**config.mk**
```make
export PLATFORM = sky130hd
export DESIGN_NAME = phy_rx_ctrl
export DESIGN_NICKNAME = d
export VERILOG_FILES = /design/src/rtl/phy_rx_pkg.sv /design/src/rtl/phy_rx_ctrl_reg.sv /design/src/rtl/phy_rx_decode.sv /design/src/rtl/phy_rx_node_state.sv /design/src/rtl/phy_rx_ctrl.sv
export SDC_FILE = /design/constraint.sdc
export NUM_CORES = 1
export LEC_CHECK = 0
export BUFFER_PORTS_ARGS = -buffer_cell sky130_fd_sc_hd__buf_2
export CAP_MARGIN = 30
export CORE_MARGIN = 2
export CORE_UTILIZATION = 30
export CTS_CLUSTER_DIAMETER = 100
export DETAILED_ROUTE_END_ITERATION = 6
export PLACE_DENSITY = 0.49
export RECOVER_POWER = 50
export SLEW_MARGIN = 10
export SYNTH_ARGS = -nofsm -noshare
export SYNTH_HDL_FRONTEND = slang
export SYNTH_SLANG_ARGS = --single-unit
export TNS_END_PERCENT = 50
```
**constraint.sdc**
```tcl
create_clock -name clk -period 3.7 [get_ports clk]
set_clock_uncertainty 0.2 [all_clocks]
set_input_delay 0.185 -clock clk [delete_from_list [all_inputs] [get_ports clk]]
set_output_delay 0.185 -clock clk [all_outputs]
set_load 0.02 [all_outputs]
```
**src/rtl/phy_rx_pkg.sv**
```systemverilog
package phy_rx_pkg;

    localparam int CTRL_W = 6;

    localparam int CB_AUTO_CFG  = 0;
    localparam int CB_LINK_GATE = 1;
    localparam int CB_AUTO_PING = 2;
    localparam int CB_AUTO_RMT  = 3;
    localparam int CB_BR_WORD   = 4;
    localparam int CB_CHECK     = 5;

    localparam logic [CTRL_W-1:0] CTRL_RESET = 6'b011100;

    typedef enum logic [2:0] {
        PK_CONFIG,
        PK_PING,
        PK_LINKON,
        PK_RACCESS,
        PK_RCOMMAND,
        PK_OTHER
    } pkt_class_e;

    typedef enum logic [1:0] {
        ST_IDLE,
        ST_WAIT_CHECK,
        ST_ACT,
        ST_BR_EMIT
    } rx_state_e;

endpackage

```
**src/rtl/phy_rx_ctrl_reg.sv**
```systemverilog
module phy_rx_ctrl_reg #(
    parameter int W = 6,
    parameter logic [W-1:0] RESET_VAL = '0
) (
    input  logic         clk,
    input  logic         rst_n,
    input  logic         we,
    input  logic [W-1:0] wdata,
    output logic [W-1:0] q
);

    for (genvar b = 0; b < W; b++) begin : g_bit
        always_ff @(posedge clk) begin
            if (!rst_n) begin
                q[b] <= RESET_VAL[b];
            end else if (we) begin
                q[b] <= wdata[b];
            end
        end
    end

endmodule

```
**src/rtl/phy_rx_decode.sv**
```systemverilog
module phy_rx_decode
    import phy_rx_pkg::*;
#(
    parameter int IDW  = 6,
    parameter int GAPW = 6
) (
    input  logic [2+IDW+2+GAPW-1:0] hdr,
    input  logic [IDW-1:0]          node_id,
    output pkt_class_e              cls,
    output logic                    cfg_r,
    output logic                    cfg_t,
    output logic [GAPW-1:0]         cfg_gap,
    output logic                    id_match
);

    localparam int HW      = 2 + IDW + 2 + GAPW;
    localparam int ID_LSB  = HW - 2 - IDW;
    localparam int R_BIT   = ID_LSB - 1;
    localparam int T_BIT   = ID_LSB - 2;
    localparam int SUB_LSB = T_BIT - 4;

    logic [1:0]     kind;
    logic [3:0]     sub_type;
    logic [IDW-1:0] pkt_id;

    assign kind     = hdr[HW-1 -: 2];
    assign pkt_id   = hdr[ID_LSB +: IDW];
    assign cfg_r    = hdr[R_BIT];
    assign cfg_t    = hdr[T_BIT];
    assign cfg_gap  = hdr[GAPW-1:0];
    assign sub_type = hdr[SUB_LSB +: 4];
    assign id_match = (pkt_id == node_id);

    always_comb begin
        cls = PK_OTHER;
        unique case (kind)
            2'b00: begin
                if (cfg_r || cfg_t) begin
                    cls = PK_CONFIG;
                end else begin
                    unique case (sub_type)
                        4'd0:    cls = id_match ? PK_PING : PK_OTHER;
                        4'd1:    cls = PK_RACCESS;
                        4'd8:    cls = PK_RCOMMAND;
                        default: cls = PK_OTHER;
                    endcase
                end
            end
            2'b01:   cls = id_match ? PK_LINKON : PK_OTHER;
            default: cls = PK_OTHER;
        endcase
    end

endmodule

```
**src/rtl/phy_rx_node_state.sv**
```systemverilog
module phy_rx_node_state #(
    parameter int GAPW = 6,
    parameter logic [GAPW-1:0] GAP_RESET = '1
) (
    input  logic            clk,
    input  logic            rst_n,
    input  logic            upd_gap,
    input  logic [GAPW-1:0] new_gap,
    input  logic            upd_rhb,
    input  logic            new_rhb,
    input  logic            set_link,
    input  logic            clr_link,
    output logic [GAPW-1:0] gap_count,
    output logic            rhb,
    output logic            link_active
);

    always_ff @(posedge clk) begin
        if (!rst_n) begin
            gap_count <= GAP_RESET;
        end else if (upd_gap) begin
            gap_count <= new_gap;
        end
    end

    always_ff @(posedge clk) begin
        if (!rst_n) begin
            rhb <= 1'b0;
        end else if (upd_rhb) begin
            rhb <= new_rhb;
        end
    end

    always_ff @(posedge clk) begin
        if (!rst_n) begin
            link_active <= 1'b0;
        end else if (clr_link) begin
            link_active <= 1'b0;
        end else if (set_link) begin
            link_active <= 1'b1;
        end
    end

endmodule

```
**src/rtl/phy_rx_ctrl.sv**
```systemverilog
module phy_rx_ctrl
    import phy_rx_pkg::*;
#(
    parameter int QW   = 32,
    parameter int IDW  = 6,
    parameter int GAPW = 6,
    parameter logic [QW-1:0] BR_WORD = 32'hE000_0000
) (
    input  logic              clk,
    input  logic              rst_n,
    input  logic              cfg_we,
    input  logic [CTRL_W-1:0] cfg_wdata,
    output logic [CTRL_W-1:0] ctrl_q,
    input  logic [IDW-1:0]    node_id,
    input  logic              host_link_en,
    input  logic              bus_reset,
    input  logic              rx_valid,
    input  logic [QW-1:0]     rx_data,
    output logic              out_valid,
    output logic [QW-1:0]     out_data,
    output logic              out_is_br,
    output logic [GAPW-1:0]   gap_count,
    output logic              rhb,
    output logic              link_active,
    output logic              link_ok,
    output logic              req_self_id,
    output logic              req_remote_reply,
    output logic              req_remote_confirm
);

    localparam int HW = 2 + IDW + 2 + GAPW;

    rx_state_e        state, state_n;
    logic [QW-1:0]    hdr_q, chk_q;
    pkt_class_e       cls;
    logic             cfg_r, cfg_t, id_match;
    logic [GAPW-1:0]  cfg_gap;
    logic             act_cycle, pass, fire;
    logic             upd_gap, upd_rhb, set_link;

    phy_rx_ctrl_reg #(
        .W         (CTRL_W),
        .RESET_VAL (CTRL_RESET)
    ) u_ctrl (
        .clk   (clk),
        .rst_n (rst_n),
        .we    (cfg_we),
        .wdata (cfg_wdata),
        .q     (ctrl_q)
    );

    phy_rx_decode #(
        .IDW  (IDW),
        .GAPW (GAPW)
    ) u_decode (
        .hdr      (hdr_q[QW-1 -: HW]),
        .node_id  (node_id),
        .cls      (cls),
        .cfg_r    (cfg_r),
        .cfg_t    (cfg_t),
        .cfg_gap  (cfg_gap),
        .id_match (id_match)
    );

    phy_rx_node_state #(
        .GAPW      (GAPW),
        .GAP_RESET ('1)
    ) u_node (
        .clk         (clk),
        .rst_n       (rst_n),
        .upd_gap     (upd_gap),
        .new_gap     (cfg_gap),
        .upd_rhb     (upd_rhb),
        .new_rhb     (id_match),
        .set_link    (set_link),
        .clr_link    (bus_reset),
        .gap_count   (gap_count),
        .rhb         (rhb),
        .link_active (link_active)
    );

    // State register and quadlet holding registers
    always_ff @(posedge clk) begin
        if (!rst_n) begin
            state <= ST_IDLE;
            hdr_q <= '0;
            chk_q <= '0;
        end else begin
            state <= state_n;
            if (rx_valid && state != ST_WAIT_CHECK) begin
                hdr_q <= rx_data;
            end
            if (rx_valid && state == ST_WAIT_CHECK) begin
                chk_q <= rx_data;
            end
        end
    end

    // Next-state logic; a bus reset overrides every state
    always_comb begin
        state_n = state;
        if (bus_reset) begin
            state_n = ctrl_q[CB_BR_WORD] ? ST_BR_EMIT : ST_IDLE;
        end else begin
            unique case (state)
                ST_IDLE:       state_n = rx_valid ? ST_WAIT_CHECK : ST_IDLE;
                ST_WAIT_CHECK: state_n = rx_valid ? ST_ACT : ST_WAIT_CHECK;
                ST_ACT:        state_n = rx_valid ? ST_WAIT_CHECK : ST_IDLE;
                ST_BR_EMIT:    state_n = rx_valid ? ST_WAIT_CHECK : ST_IDLE;
            endcase
        end
    end

    // Output logic
    always_comb begin
        act_cycle = (state == ST_ACT) && !bus_reset;
        pass      = !ctrl_q[CB_CHECK] || (chk_q == ~hdr_q);
        fire      = act_cycle && pass;

        out_valid = 1'b0;
        out_is_br = 1'b0;
        out_data  = '0;
        unique case (state)
            ST_IDLE, ST_WAIT_CHECK: begin
                out_valid = 1'b0;
            end
            ST_ACT: begin
                out_valid = fire;
                out_data  = fire ? hdr_q : '0;
            end
            ST_BR_EMIT: begin
                out_valid = 1'b1;
                out_is_br = 1'b1;
                out_data  = BR_WORD;
            end
        endcase

        req_self_id        = fire && (cls == PK_PING)     && ctrl_q[CB_AUTO_PING];
        req_remote_reply   = fire && (cls == PK_RACCESS)  && ctrl_q[CB_AUTO_RMT];
        req_remote_confirm = fire && (cls == PK_RCOMMAND) && ctrl_q[CB_AUTO_RMT];

        upd_gap  = fire && (cls == PK_CONFIG) && ctrl_q[CB_AUTO_CFG] && cfg_t;
        upd_rhb  = fire && (cls == PK_CONFIG) && ctrl_q[CB_AUTO_CFG] && cfg_r;
        set_link = fire && (cls == PK_LINKON);

        link_ok  = host_link_en && (!ctrl_q[CB_LINK_GATE] || link_active);
    end

endmodule

```
==> results.py, run 1 <==
metrics = {
    "global_route": {
        "grt_pass1_wl_um": 16600,
        "grt_use_total_pct": 15.3,
        "grt_max_degree": 60,
        "grt-ovfl-total": 0,
        "grt_pass1_vias": 3144,
        "antenna_found_initial": 0,
    },
    "routing": {
        "vias_per_cell": 4.42,
        "wl_per_cell_um": 14.6,
        "drcViolationCount": 0,
        "drt_first_pass_iters": 4,
        "drtIter0Drc": 102,
        "postRouteAntennaNets": 0,
        "num_vias": 3084,
        "drt-total-wl_um": 10200,
    },
    "critical_path": {
        "rrSetupSlack_ns": 1.20,
        "path_max_fanout": 27,
        "worst_setup_path_end_kind": "primary output",
        "r2r-end": "u_node.gap_count[2]",
        "worstPathRequired_ns": 3.31,
        "worstSetupPathType": "reg2out",
        "worst-r2r-cell-count": 6,
        "cp-start-kind": "flop",
        "rr_startpoint": "hdr_q[30]",
        "cp.arrival_ns": 2.67,
    },
    "worst_hold_path": {
        "hp-class": "in2reg",
        "hp-start": "cfg_we",
        "min_to": "u_ctrl.q[4]",
        "hold_depth": 3,
    },
    "outcome": {
        "violations": "capacitance limit, slew limit",
        "status": "complete, but fails checks",
    },
    "floorplan": {
        "start_util_pct": 30.7,
        "core_area_sq_um": 12600,
        "rows": 41,
        "fp.dieH_um": 118,
        "die_w_um": 118,
        "io_pins": 102,
        "dieArea_sq_um": 13800,
    },
    "power": {
        "p_per_area_nw_per_um2": 407,
        "power_frac_comb_pct": 13.8,
        "ir_drop_v": 0.000161,
        "p_seq_share_pct": 44.8,
        "clockPowerShare_pct": 41.4,
        "power_leakage_uw": 0.00231,
        "p_switching_uw": 544,
        "p_int_uw": 1580,
        "p_sw_share_pct": 25.6,
    },
    "sta": {
        "setup_viol": 0,
        "drv_slew": 60,
        "fmax_ghz": 0.328,
        "timing.slew.headroom_pct": -37.2,
        "final.setup.tns_ns": 0,
        "fin_crit_ns": 3.05,
        "rsz0062_at_grt": "no",
        "fin_crit_sh_pct": 82.5,
        "hold_violations": 0,
        "tightest_slew_ns": 2.06,
        "hold_ws_ns": 0.0176,
    },
    "cts": {
        "cts_buffer_depth": 2,
        "post-cts-setup-buffers": 0,
        "ctsHtreeMaxLevel": 3,
        "cts_buffers": 9,
        "cts_resized": 0,
        "clk_latency_ns": 0.34,
        "cts_root_buf": "clkbuf_16",
        "cts_tree": "done",
        "clkSlewWorstSetupHoldPaths_ns": 0.06,
        "clock-sinks": 80,
    },
    "synth": {
        "synth-seq-cells": 80,
        "synth.distinct_cells": 33,
        "syn_avg_cell_area_sq_um": 9.95,
        "yosysWarningCount": 0,
        "synthesis.nets": 441,
        "syn_inst": 389,
        "yosysSeqAreaShare_pct": 41.4,
        "syn_area_sq_um": 3870,
    },
    "placement": {
        "port_buffers": 101,
        "hpwlAfterDp_um": 7230,
        "place.gp.congestion": 0.765,
    },
    "run": {
        "cap_violations": 1,
    },
    "final_layout": {
        "syn2layout_area_growth_pct": 34.6,
        "fill_cells": 1302,
        "n_antenna_cell": 0,
        "fin_nets": 573,
        "drive_gt1_share_pct": 21.3,
    },
}
cell type report:
cell class | instances | area [sq um] | area share (%)
Clock inverter | 6 | 60.1 | 1.15
Tap cell | 172 | 215 | 4.13
Inverter | 5 | 18.8 | 0.360
Sequential cell | 80 | 1600 | 30.7
Multi-Input combinational cell | 280 | 2160 | 41.5
Clock buffer | 10 | 229 | 4.40
Timing Repair Buffer | 145 | 922 | 17.7
cells in the final DEF (no fill, tap or decap), types with 4 or more instances in the layout:
master / n
clkbuf_16: 9
buf_2: 85
dfxtp_1: 80
and2_1: 28
dlygate4sd3_1: 39
mux2i_1: 77
xnor2_1: 4
nand4_1: 9
clkbuf_1: 18
inv_1: 5
nor3_1: 5
nand2_1: 11
xor2_1: 34
nor2b_1: 80
kinds of logic (layout without fill, tap and decap cells):
group,count (synthesis),count (layout),share of synthesized area (%)
compound gates,11,11,2.30
mux,77,77,19.9
fa+ha+maj,2,2,0.647
simple gates,152,152,24.3
buf+inv,29,166,2.88
flops,80,80,41.4
xor+xnor,38,38,8.60
power by group through the flow:
stage	combinational (uW)	clock (uW)	sequential [uW]
6_report	293	878	949
3_3_place_gp	261	0	968
5_1_grt	325	943	956
2_1_floorplan	178	0	958
3_5_place_dp	265	0	969
4_1_cts	298	908	950
metrics by stage:
step / util [%] / area [sq um] / std cells / total power (uW) / setup WS (ns)
floorplan: - / 3870 / 389 / 1140 / 1.48
global placement: 36.1 / 4550 / 643 / 1230 / 1.01
detailed placement: 36.1 / 4550 / 643 / 1230 / 0.935
CTS: 41.5 / 5230 / 698 / 2160 / 0.559
global route: 41.3 / 5210 / 698 / 2220 / 0.417
finish: 41.3 / 5210 / 698 / 2120 / 0.648
registers in the layout, indices dropped and copies added (netlist names):
register	cells
u_ctrl.q	6
u_node.rhb	1
hdr_q	32
chk_q	32
state	2
u_node.link_active	1
u_node.gap_count	6
cells in the mapped netlist, drive strengths merged:
cell type / count / share of area (%)
a21boi: 3 / 0.68
and4: 1 / 0.23
ha: 2 / 0.65
nand3: 2 / 0.26
buf: 5 / 0.55
a21o: 3 / 0.58
nand2b: 1 / 0.16
nor3: 5 / 0.65
o21ai: 1 / 0.13
or2: 1 / 0.16
clkbuf: 19 / 1.8
dfxtp: 80 / 41
o211a: 1 / 0.26
nor2: 4 / 0.45
and2: 30 / 4.8
a211oi: 1 / 0.19
and3: 1 / 0.16
inv: 5 / 0.49
o2111a: 1 / 0.29
nor4b: 1 / 0.23
o22ai: 1 / 0.16
mux2i: 77 / 20
nand4: 9 / 1.5
nor4: 6 / 1.7
xor2: 34 / 7.7
nand2: 11 / 1.1
xnor2: 4 / 0.91
nor2b: 80 / 13
worst max-delay path, cell delays in order, from the launching register on:
cell and delay (ns):
dfxtp_1 0.56, xor2_1 0.18, nand4_1 0.12, nor4_2 0.38
a21boi_2 0.18, nor2_2 0.34, buf_12 0.22, and4_1 0.19
buf_2 0.16
per-layer routing:
layer	routed length, um	track usage, %	vias to the layer above
li1	-	-	1567
met1	4780	19.5	1438
met2	4730	24.4	64
met3	435	3.83	15
met4	258	6.85	0
met5	0	0	-
repair_timing:
item / CTS / global route
hold buffers: 39 / 0
endpoints found under the hold margin: 72 / 0
endpoints found under the setup margin: 0 / 0
how the worst max path moves through the flow:
stage / start / end / cells after the start
after floorplan: hdr_q[30] / req_remote_confirm / 6
after global placement: hdr_q[30] / req_remote_reply / 8
after detailed placement: hdr_q[30] / req_remote_reply / 8
after CTS: hdr_q[30] / req_remote_reply / 8
after global routing: hdr_q[30] / req_remote_reply / 8
final: hdr_q[30] / req_remote_reply / 8
(Power assumes the default switching activity.)
==> inputs of run 2 (changes only) <==
--- a/config.mk
+++ b/config.mk
@@ -5,13 +5,14 @@
 export SDC_FILE = /design/constraint.sdc
 export NUM_CORES = 1
 export LEC_CHECK = 0
+export ABC_AREA = 1
 export BUFFER_PORTS_ARGS = -buffer_cell sky130_fd_sc_hd__buf_2
 export CAP_MARGIN = 30
 export CORE_MARGIN = 2
 export CORE_UTILIZATION = 30
 export CTS_CLUSTER_DIAMETER = 100
 export DETAILED_ROUTE_END_ITERATION = 6
-export PLACE_DENSITY = 0.49
+export PLACE_DENSITY = 0.51
 export RECOVER_POWER = 50
 export SLEW_MARGIN = 10
 export SYNTH_ARGS = -nofsm -noshare
==> constraint.sdc (replaced) <==
create_clock -name clk -period 2.72 [get_ports clk]
set_clock_uncertainty 0.2 [all_clocks]
set_input_delay 0.136 -clock clk [delete_from_list [all_inputs] [get_ports clk]]
set_output_delay 0.136 -clock clk [all_outputs]
set_load 0.02 [all_outputs]
==> results.py, run 2 <==
metrics = {
    "outcome": {
        "status": "finished clean",
    },
    "global_route": {
        "grt_max_degree": 65,
        "grt_use_total_pct": 16.3,
        "antenna_found_initial": 0,
        "grt_pass1_wl_um": 17300,
        "grt_pass1_vias": 3720,
        "grt-ovfl-total": 0,
    },
    "cts": {
        "cts_root_buf": "clkbuf_16",
        "clk_latency_ns": 0.34,
        "cts_tree": "done",
        "cts_buffer_depth": 2,
        "clkSlewWorstSetupHoldPaths_ns": 0.06,
        "clock-sinks": 80,
        "ctsHtreeMaxLevel": 3,
        "cts_buffers": 9,
    },
    "power": {
        "power_frac_comb_pct": 16.0,
        "ir_drop_v": 0.000239,
        "p_int_uw": 2220,
        "p_seq_share_pct": 43.1,
        "power_leakage_uw": 0.00254,
        "p_per_area_nw_per_um2": 581,
        "p_switching_uw": 849,
        "p_sw_share_pct": 27.7,
        "clockPowerShare_pct": 41.0,
    },
    "routing": {
        "postRouteAntennaNets": 0,
        "wl_per_cell_um": 12.2,
        "drcViolationCount": 0,
        "drt_first_pass_iters": 4,
        "drt-total-wl_um": 11100,
        "vias_per_cell": 4.40,
        "num_vias": 3993,
        "drtIter0Drc": 177,
    },
    "synth": {
        "synth_top_area_share_pct": 42.1,
        "synth_area_leader_cell": "dfxtp_1",
        "synth_top_family_by_area": "simple AND/OR/NAND/NOR gates",
        "yosysWarningCount": 0,
        "synth.distinct_cells": 27,
        "synthMuxAreaShare_pct": 0,
        "yosysSeqAreaShare_pct": 42.1,
        "synthesis.nets": 637,
        "synth-edff-count": 0,
        "yosys-top-cells-count": "121 x nor2_1, 115 x nand2_1, 80 x dfxtp_1",
        "syn_inst": 585,
        "synth-seq-cells": 80,
        "synth.most_common_cell": "nor2_1",
        "ys.flop_type": "dfxtp_1",
        "synthTopCellsByArea": "dfxtp_1 42%, nor2_1 12%, nand2_1 11%, o21ai_0 9.7%, inv_1 7.0%",
        "syn_avg_cell_area_sq_um": 6.50,
        "synth_simple_gate_area_share_pct": 29.6,
        "ys_async_sr_fraction_pct": 0,
        "yosys.area_share.adder_pct": 0.658,
        "synthXorXnorAreaFrac_pct": 0.428,
        "syn_area_sq_um": 3800,
        "synth_compound_area_share_pct": 16.7,
    },
    "critical_path": {
        "crit_buf_inv": 2,
        "cp.depth": 12,
        "worst_setup_path_end_kind": "primary output",
        "worstSetupPathType": "reg2out",
        "path_cells": "nor2_1 > nor2_1 > nand2_1 > nor2_1 > nand2_1 > nor2_1 > nand2_1 > nand2_4 > nand2_8 > buf_4 > nor2_1 > buf_2",
        "r2r-end": "chk_q[13]",
        "crit_top_cell": "nor2_1",
        "path_max_fanout": 14,
        "cp.arrival_ns": 2.15,
        "critPathTopFamily": "simple AND/OR/NAND/NOR gates",
        "rr_startpoint": "state[1]",
        "rrSetupSlack_ns": 0.39,
        "cpPeakStageDelay_ns": 0.42,
        "worstPathRequired_ns": 2.38,
        "setup.worst_path.start": "hdr_q[30]",
        "worst-r2r-cell-count": 9,
        "crit_end": "out_data[22]",
        "slowest_stage": "dfxtp_1",
        "cp-start-kind": "flop",
    },
    "sta": {
        "rsz0062_at_grt": "no",
        "hold_ws_ns": 0.0173,
        "postLayoutSetupSlackWorst_ns": 0.238,
        "fin_crit_sh_pct": 91.3,
        "setup_viol": 0,
        "fin_crit_ns": 2.48,
        "fmax_ghz": 0.403,
        "timing.slew.headroom_pct": 20.0,
        "final.setup.tns_ns": 0,
        "hold_violations": 0,
        "drv_slew": 0,
        "tightest_slew_ns": 1.20,
    },
    "final_layout": {
        "fin_nets": 782,
        "final_cell_mix": "120 x nor2_1, 115 x nand2_1, 83 x buf_2",
        "drive_gt1_share_pct": 17.0,
        "fin_util_pct": 42.2,
        "fill_cells": 1412,
        "n_antenna_cell": 0,
        "stdcell_area_sq_um": 5290,
        "syn2layout_area_growth_pct": 38.9,
        "regArea_sq_um": 1600,
        "layout_commonest_cell": "nor2_1",
        "top_regs": "chk_q: 32 flops, hdr_q: 32 flops",
        "multi_input_area_sq_um": 1840,
    },
    "floorplan": {
        "fp.dieH_um": 117,
        "io_pins": 102,
        "core_area_sq_um": 12500,
        "dieArea_sq_um": 13600,
        "rows": 41,
        "start_util_pct": 30.4,
        "die_w_um": 117,
    },
    "placement": {
        "placed_cell_area_sq_um": 4480,
        "port_buffers": 101,
        "place.gp.congestion": 0.765,
        "place_ws_ns": 0.411,
        "hpwlAfterDp_um": 7230,
    },
    "worst_hold_path": {
        "hold_depth": 3,
        "hp-class": "in2reg",
    },
    "run": {
        "cap_violations": 0,
    },
}
## run 2: cell count changes after synthesis, sizes merged, moves of 5 or more
cell and delta:
mux2i -77, nand4 -7, nand3 +20, and2 -30, nor2 +118, a21oi +50
nor4 -5, inv +72, nor2b -80, o21ai +73, nand2 +107, xor2 -33
## run 2: timing repair
action                     CTS  global route
resized for setup            0             4
setup endpoints to repair    0            14
hold buffers                48             0
buffers inserted             0             1
hold endpoints to repair    73             0
## run 2: kinds of logic after synthesis
kind of cell	Yosys count
XOR/XNOR	1
AO/OA/AOI/OAI	126
buffers and inverters	104
flip-flops	80
AND/OR/NAND/NOR	272
adder cells (fa/ha/maj)	2
## run 2: how the worst min path moves through the flow
stage / startpoint / end / slack, ns
2_1_floorplan: cfg_we / u_ctrl.q[3] / 0.05
5_1_grt: cfg_we / u_ctrl.q[0] / 0.07
4_1_cts: cfg_we / u_ctrl.q[0] / 0.02
3_3_place_gp: cfg_wdata[4] / u_ctrl.q[4] / 0.16
6_report: cfg_we / u_ctrl.q[0] / 0.02
3_5_place_dp: cfg_wdata[2] / u_ctrl.q[2] / 0.16
## run 2: layout make-up
class / count / area share, %
Inverter: 79 / 5.61
Tap cell: 172 / 4.07
Sequential cell: 80 / 30.3
Clock buffer: 12 / 4.85
Timing Repair Buffer: 158 / 19.4
Clock inverter: 4 / 0.994
Multi-Input combinational cell: 402 / 34.8
## run 2: metrics by stage
| stage | std cells | total power, uW |
|---|---|---|
| floorplan | 585 | 1630 |
| global placement | 841 | 1770 |
| detailed placement | 841 | 1780 |
| CTS | 905 | 3110 |
| global route | 907 | 3230 |
| finish | 907 | 3070 |
## run 2: metal layers
| layer | wire length (um) | up-vias | share of wire, % | GRT usage (%) |
|---|---|---|---|---|
| met1 | 5310 | 1787 | 48 | 20.1 |
| met5 | 0 | - | 0 | 0 |
| met4 | 187 | 0 | 1.7 | 6.59 |
| met2 | 5230 | 74 | 47 | 28.8 |
| li1 | - | 2121 | - | - |
| met3 | 366 | 11 | 3.3 | 2.44 |
## run 2: power by group through the flow
| stage | Clock [uW] | Combinational [uW] | Sequential (uW) |
|---|---|---|---|
| final | 1260 | 490 | 1320 |
| after global routing | 1340 | 561 | 1330 |
| after CTS | 1300 | 490 | 1320 |
| after detailed placement | 0 | 434 | 1350 |
| after global placement | 0 | 431 | 1340 |
| after floorplan | 0 | 294 | 1340 |
## run 2: worst min-delay path, cell delays in order
cell and delay (ns):
buf_2 0.15, inv_1 0.15, a21oi_1 0.08
==> inputs of run 3 (changes only) <==
--- a/config.mk
+++ b/config.mk
@@ -11,8 +11,9 @@
 export CORE_MARGIN = 2
 export CORE_UTILIZATION = 30
 export CTS_CLUSTER_DIAMETER = 100
+export CTS_CLUSTER_SIZE = 28
 export DETAILED_ROUTE_END_ITERATION = 6
-export PLACE_DENSITY = 0.51
+export PLACE_DENSITY = 0.49
 export RECOVER_POWER = 50
 export SLEW_MARGIN = 10
 export SYNTH_ARGS = -nofsm -noshare
==> constraint.sdc (replaced) <==
create_clock -name clk -period 2.9 [get_ports clk]
set_clock_uncertainty 0.2 [all_clocks]
set_input_delay 0.145 -clock clk [delete_from_list [all_inputs] [get_ports clk]]
set_output_delay 0.145 -clock clk [all_outputs]
set_load 0.02 [all_outputs]
==> results.py, run 3 (synthesis gave the netlist of run 2 again) <==
metrics = {
    "outcome": {
        "status": "finished clean",
    },
    "routing": {
        "drt-total-wl_um": 10600,
        "drt_first_pass_iters": 5,
        "vias_per_cell": 4.36,
        "postRouteAntennaNets": 0,
        "drcViolationCount": 0,
        "num_vias": 3935,
        "drtIter0Drc": 132,
        "wl_per_cell_um": 11.7,
    },
    "global_route": {
        "grtUsageMet2_pct": 27.1,
        "grt_pass1_wl_um": 16900,
        "grt_pass1_vias": 3602,
        "grt-ovfl-total": 0,
        "grt_util_met3_pct": 3.17,
        "grt_max_degree": 45,
        "grt_use_total_pct": 16.0,
        "top_usage_layer": "met2",
        "use_met1_pct": 19.8,
        "antenna_found_initial": 0,
    },
    "floorplan": {
        "rows": 41,
        "start_util_pct": 30.4,
        "core_area_sq_um": 12500,
        "die_w_um": 117,
        "dieArea_sq_um": 13600,
        "io_pins": 102,
        "fp.dieH_um": 117,
    },
    "critical_path": {
        "path_max_fanout": 20,
        "worstPathRequired_ns": 2.56,
        "cp-start-kind": "flop",
        "rrSetupSlack_ns": 0.49,
        "worst_setup_path_end_kind": "primary output",
        "worstSetupPathType": "reg2out",
        "cp.arrival_ns": 2.22,
    },
    "cts": {
        "clock-sinks": 80,
        "cts_buffer_depth": 2,
        "cts_root_buf": "clkbuf_16",
        "ctsHtreeMaxLevel": 3,
        "clkSlewWorstSetupHoldPaths_ns": 0.06,
        "cts_buffers": 9,
        "post-cts-setup-buffers": 0,
        "cts_tree": "done",
        "clk_latency_ns": 0.34,
    },
    "placement": {
        "port_buffers": 101,
        "placed_cell_area_sq_um": 4510,
        "dp.cells": 841,
        "place.gp.congestion": 0.792,
        "hpwlAfterDp_um": 7360,
    },
    "final_layout": {
        "drive_gt1_share_pct": 16.4,
        "instances_no_fill": 902,
        "fin_nets": 778,
        "final_cell_mix": "122 x nor2_1, 115 x nand2_1, 85 x buf_2",
        "top_regs": "chk_q: 32 flops, hdr_q: 32 flops",
        "layout_commonest_cell": "nor2_1",
        "n_antenna_cell": 0,
        "stdcell_area_sq_um": 5250,
        "syn2layout_area_growth_pct": 37.9,
    },
    "sta": {
        "final.setup.tns_ns": 0,
        "hold_violations": 0,
        "rsz0062_at_grt": "no",
        "tightest_slew_ns": 0.973,
        "fin_crit_ns": 2.57,
        "timing.slew.headroom_pct": 35.1,
        "fin_crit_sh_pct": 88.5,
        "drv_slew": 0,
        "fmax_ghz": 0.390,
        "setup_viol": 0,
    },
    "power": {
        "p_per_area_nw_per_um2": 558,
        "ir_drop_v": 0.000251,
        "power_leakage_uw": 0.00253,
    },
    "worst_hold_path": {
        "hp-class": "in2reg",
    },
    "run": {
        "cap_violations": 0,
    },
}
-- run 3: power by group --
group / total (uW) / switching (uW) / internal, uW / leakage, uW
Sequential: 1240 / 58.7 / 1180 / 0.000659
Clock: 1240 / 442 / 795 / 0.000159
Combinational: 448 / 263 / 185 / 0.00171
Total: 2930 / 764 / 2160 / 0.00253
-- run 3: critical path, stage by stage (launching register included) --
cell,delay (ns)
dfxtp_1,0.31
inv_1,0.10
nand2_1,0.06
nand2_1,0.05
nand2_1,0.05
nor2_1,0.10
nand2_1,0.07
nor2_1,0.18
nand2_1,0.10
nand2_2,0.11
nand2_4,0.14
buf_4,0.26
nor2_1,0.16
buf_2,0.19
-- run 3: stage by stage --
stage	total power, uW	worst slack, ns	hold slack [ns]	utilization [%]
4_1_cts	2970	0.286	0.0282	42.3
5_1_grt	3090	0.0641	0.0762	41.9
6_report	2930	0.334	0.0390	41.9
3_3_place_gp	1670	0.688	0.168	36.0
3_5_place_dp	1680	0.654	0.166	36.0
2_1_floorplan	1530	0.868	0.0575	-
-- run 3: per-layer routing --
metal  vias to the layer above  wire length [um]
li1                       2111                 -
met1                      1727              4970
met2                        82              4930
met3                        15               474
met4                         0               218
met5                         -                 0
-- run 3: worst paths after layout --
path                            start                   to  cells after the start
setup reg to reg             state[1]            chk_q[13]                      9
setup / recovery             hdr_q[3]         out_data[10]                     13
hold reg to reg   u_node.gap_count[3]  u_node.gap_count[3]                      2
hold / removal                 cfg_we          u_ctrl.q[0]                      3
-- run 3: repair_timing --
item,4_1_cts,5_1_grt
setup endpoints to repair,0,0
hold buffers,46,0
endpoints found under the hold margin,73,0
resized for setup,0,0
-- run 3: final cells by class --
class	instances	area, sq um
timing repair buffer	155	1020
fill	1377	7270
clock inverter	3	65.1
inverter	79	297
multi-input combinational	401	1790
tap	172	215
clock buffer	12	256
sequential	80	1600
